**src/rtl/arb_monitor.sv**
```systemverilog
module arb_monitor (
  input  logic clk,
  input  logic rst_n,
  input  logic tx_active,
  input  logic tx_bit,
  input  logic sda_in,
  input  logic scl_high_stb,
  input  logic stop_det,
  input  logic lost_clr,
  output logic sda_pull,
  output logic arb_lost,
  output logic rx_mode,
  output logic rx_bit,
  output logic rx_valid
);

  logic lost_q, rx_bit_q, rx_valid_q;
  logic loss_hit, clear_req;

  assign loss_hit  = scl_high_stb & tx_active & tx_bit & ~sda_in & ~lost_q;
  assign clear_req = stop_det | lost_clr;

  always_ff @(posedge clk) begin
    if (!rst_n) begin
      lost_q     <= 1'b0;
      rx_bit_q   <= 1'b1;
      rx_valid_q <= 1'b0;
    end else begin
      if (clear_req)     lost_q <= 1'b0;
      else if (loss_hit) lost_q <= 1'b1;
      if (scl_high_stb)  rx_bit_q <= sda_in;
      rx_valid_q <= scl_high_stb & (lost_q | loss_hit);
    end
  end

  assign sda_pull = tx_active & ~lost_q & ~tx_bit;
  assign arb_lost = lost_q;
  assign rx_mode  = lost_q;
  assign rx_bit   = rx_bit_q;
  assign rx_valid = rx_valid_q;

  a_r3_loss_cause: assert property (@(posedge clk) disable iff (!rst_n)
    $rose(arb_lost) |-> $past(scl_high_stb & tx_active & tx_bit & ~sda_in));

  a_r5_released: assert property (@(posedge clk) disable iff (!rst_n)
    arb_lost |-> !sda_pull);

  a_r6_hold: assert property (@(posedge clk) disable iff (!rst_n)
    (arb_lost && !stop_det && !lost_clr) |=> arb_lost);

  a_r6_clear: assert property (@(posedge clk) disable iff (!rst_n)
    (stop_det || lost_clr) |=> !arb_lost);

  a_r4_no_false_loss: assert property (@(posedge clk) disable iff (!rst_n)
    (!arb_lost && !(scl_high_stb && tx_bit && !sda_in)) |=> !arb_lost);

  a_r7_idle: assert property (@(posedge clk) disable iff (!rst_n)
    (!tx_active && !arb_lost) |=> !arb_lost);

  a_r8_sample: assert property (@(posedge clk) disable iff (!rst_n)
    ($past(rst_n) && $past(scl_high_stb)) |-> (rx_bit == $past(sda_in)));

  a_r8_valid: assert property (@(posedge clk) disable iff (!rst_n)
    rx_valid |-> $past(scl_high_stb));

endmodule

```
**config.mk**
```make
export PLATFORM = sky130hd
export DESIGN_NAME = arb_monitor
export DESIGN_NICKNAME = d
export VERILOG_FILES = /design/src/rtl/arb_monitor.sv
export SDC_FILE = /design/constraint.sdc
export NUM_CORES = 1
export LEC_CHECK = 0
export BUFFER_PORTS_ARGS = -buffer_cell sky130_fd_sc_hd__buf_2
export CORE_AREA = 2 2 39 41
export DETAILED_ROUTE_END_ITERATION = 10
export DIE_AREA = 0 0 41 43
export PLACE_DENSITY = 0.39
export REMOVE_ABC_BUFFERS = 1
export SLEW_MARGIN = 20
export SYNTH_ARGS = -nofsm -noshare
export SYNTH_HDL_FRONTEND = slang
export SYNTH_SLANG_ARGS = --single-unit
```
**constraint.sdc**
```tcl
create_clock -name clk -period 1 [get_ports clk]
set_input_delay 0.15 -clock clk [delete_from_list [all_inputs] [get_ports clk]]
set_output_delay 0.15 -clock clk [all_outputs]
set_load 0.005 [all_outputs]
```
-- Word-level counts from Yosys, hierarchy flattened
Cells that the tools add are included.
- bitwise gates (word level): 13
- reduce and logical (&&, ||, !) cells: 1
- operators with widths (kind ; count):
    $and A1 B1 Y1 ; 7
    $not A1 Y1 ; 4
    $or A1 B1 Y1 ; 2
    $reduce_or A2 Y1 ; 1
- flip-flop bits (word level): 3
- input bits: 8
- output and inout port bits: 5
- logic and storage cells: 17

-- Logic depth before layout (Yosys ltp)
- depth in word-level cells: 6
- depth in mapped cells: 2
- mapped depth without buffers: 2

-- Worst setup path before layout
No wires, ideal clock.
- path type: register to register
- start point: register lost_q (netlist: arb_lost)
- end point: register lost_q (netlist: arb_lost)
- setup time: 103 ps
- arrival: 687 ps
- required time: 897 ps
- path slack: 210 ps
- cell stages (with the launch flop): 3
- path buffers: 0
- clock period less this slack: 790 ps
- cell sequence: dfxtp_1 inv_1 a2111oi_2
- longest elaborated chain between the ends: 2
- RTL lines (element ; line ; text):
    start, declared ; 17 ; logic lost_q, rx_bit_q, rx_valid_q;
    start signal, assigned ; 25 ; lost_q <= 1'b0;
    start signal, assigned ; 29 ; if (clear_req) lost_q <= 1'b0;
    start signal, assigned ; 30 ; else if (loss_hit) lost_q <= 1'b1;
    $not A1 Y1 ; 20 ; assign loss_hit = scl_high_stb & tx_active & tx_bit & ~sda_in & ~lost_q;
    $and A1 B1 Y1 ; 20 ;
Every way passes these cells.
A chain may end at the register's enable or synchronous reset.

-- Worst setup path after layout
- start point: register lost_q (netlist: arb_lost)
- end point: output sda_pull
- longest elaborated chain between the ends: 3
- RTL lines (element ; line ; text):
    $not A1 Y1 ; 36 ; assign sda_pull = tx_active & ~lost_q & ~tx_bit;
    $and A1 B1 Y1 (2 in series) ; 36 ;
    end, declared ; 10 ; output logic sda_pull,
Every way passes these cells.

==> impl_metrics.toml <==
[detailed_routing]
first_pass_iters = 4
drc = 0
antenna_left = 0
routed_wl_microns = 389
via_per_inst = 3.289
via_count = 148
drt-initial-drc-count = 2
wl_per_cell_microns = 8.644

[yosys]
ys_warn_count = 0
synth_area_per_cell_sq_um = 9.913
ys_top_cells_by_count = "3 x dfxtp_1, 2 x inv_1, 2 x nand2_1"
synth_top_area_frac = 0.4660
synth-seq-cells = 3
synth_area_leaders = "dfxtp_1 47%, a2111oi_2 12%, mux2i_1 7.8%"
syn_area_sq_um = 128.9
synth.most_common_cell = "dfxtp_1"
synth_cell_type_count = 9
ys_seq_area_frac = 0.4660
synth_edf_count = 0
yosys.area.top_type = "dfxtp_1"
synth_top_flop_cell = "dfxtp_1"
synthArstFlopShare = 0
postSynthCellCount = 13

[critical_path]
r2r_end = "arb_lost"
r2r-start = "arb_lost"
cp_data_arrival_time_ps = 860
critPathCaptureType = "output port"
start_kind = "flip-flop"
crit_type = "reg2out"
reg2regPathDepth = 3
path_max_fanout = 2
r2r_slack_ps = 140
cp.required_ps = 850

[timing]
setup_viol = 1
setup_slack_ps = -8.260
worstMarginPinSlew_ps = 233.4
min_period_ps = 1008
relSlewSlack = 0.8441
hold_viol = 0
setup-tns-final_ps = -8.260
skew_ps = 3.124
rsz0062_at_grt = "yes"
final_max_slew_viol_count = 0
max_freq_mhz = 991.8
post-route-period-util = 1.008

[global_routing]
overflow = 0
grt_pass1_wl_microns = 517
grt.total_usage = 0.05216
antenna_found_initial = 0
grt_max_degree = 4
grt_pass1_vias = 120

[cells_and_area]
drive_above_1_share = 0.6552
diodes = 0
fin_area_sq_um = 241.5
finalNonFillerCells = 45
n_fill_cell = 156
area_growth_pct = 87.38
nets = 38

[clock_network]
htreeDepth = 1
cts.hold.buffers_added = 0
cts_buffers = 3
clkTransAtPathRegs_ps = 40
clk_latency_ps = 240
clock-sinks = 3
cts-root-buf = "clkbuf_4"
clock_path_buffers = 2
cts_tree = "built"

[power_and_ir_drop]
p_leak_nw = 0.1194
p_switching_mw = 0.08700
p_int_mw = 0.2937
p_comb_frac = 0.094
power_switching_share = 0.2285
clkPwrFrac = 0.578
finalPower_mw = 0.3807
power_density_nw_per_um2 = 1577
p_seq_frac = 0.329
worst_ir_drop_vdd_mv = 0.7092

[worst_hold_path]
hold_path_class = "in2reg"
min-delay-start = "lost_clr"
holdPathStages = 2
min_to = "arb_lost"

[outcome]
violations = "setup timing"
outcome = "finished with violations"

[place]
io_buffer_count = 12
gp_routability_congestion = 0.5889
placed_area_sq_um = 201.4
hpwl_microns = 312.7
dpl.cell_count = 40

[floorplan]
initial_utilization = 0.09313
boundaryPins = 13
die_w_microns = 41
die_area_sq_um = 1763
die_h_microns = 43
core_area_sq_um = 1384
placementRows = 14

[run]
max_cap_viol_count = 0
==> critical path: stages (launching register included) <==
cell and delay (ps):
dfxtp_2 320, nor3b_2 160, buf_2 140
==> cells in the final DEF (no fill, tap or decap), drive strengths merged <==
cell type   n
mux2i       1
a2111oi     1
clkbuf      4
nand2       2
dfxtp       3
nor3b       1
buf        13
a21oi       1
inv         2
nand4b      1
==> per-stage QoR <==
stage | hold slack [ps] | setup slack [ps] | utilization
after CTS | 55.94 | -16.03 | 0.1745
after global routing | 60.50 | -49.83 | 0.1745
after floorplan | 211.9 | 187.8 | -
after global placement | 322.6 | 38.84 | 0.1456
final | 64.92 | -8.260 | 0.1745
after detailed placement | 318.8 | 79.58 | 0.1456
==> layout make-up <==
| type | count | area [sq um] | area share |
|---|---|---|---|
| tap | 16 | 20.02 | 0.08290 |
| multi-input combinational | 7 | 58.81 | 0.2435 |
| clock buffer | 4 | 26.28 | 0.1088 |
| inverter | 2 | 7.507 | 0.03109 |
| sequential | 3 | 61.31 | 0.2539 |
| timing repair buffer | 13 | 67.56 | 0.2798 |
==> registers in the layout, summed over array words and instances (netlist names) <==
name,flops
arb_lost,1
rx_valid,1
rx_bit,1
==> layer usage <==
metal  vias up  wire length, microns  track usage
li1         76                     -            -
met1        54                   192      0.06090
met2        18                    86      0.03438
met3         0                   110      0.09948
met4         0                     0      0.02000
met5         -                     0            0
==> power groups by stage <==
| stage | Sequential, mW | Combinational [mW] | Clock, mW |
|---|---|---|---|
| 2_1_floorplan | 0.127 | 0.00989 | 0 |
| 3_3_place_gp | 0.127 | 0.0353 | 0 |
| 3_5_place_dp | 0.127 | 0.0340 | 0 |
| 4_1_cts | 0.125 | 0.0357 | 0.230 |
| 5_1_grt | 0.125 | 0.0395 | 0.240 |
| 6_report | 0.125 | 0.0356 | 0.220 |
==> repair_timing <==
action,in CTS,in global routing
pin swaps,1,0
gates resized for setup,2,0
endpoints found under the setup margin,1,1
buffers inserted,1,0
==> worst max path at each step <==
stage,cells after the start,end,from,slack (ps)
2_1_floorplan,2,arb_lost,arb_lost,190
3_3_place_gp,3,arb_lost,sda_in,40
3_5_place_dp,3,arb_lost,sda_in,80
4_1_cts,2,sda_pull,arb_lost,-20
5_1_grt,2,sda_pull,arb_lost,-50
6_report,2,sda_pull,arb_lost,-8
==> cell families after synthesis <==
logic type | synth area share
AO/OA/AOI/OAI | 0.1553
AND/OR/NAND/NOR | 0.1845
multiplexers | 0.07767
buffers and inverters | 0.1165
flip-flops | 0.4660
Note: power is estimated with default switching activity, not from simulation.
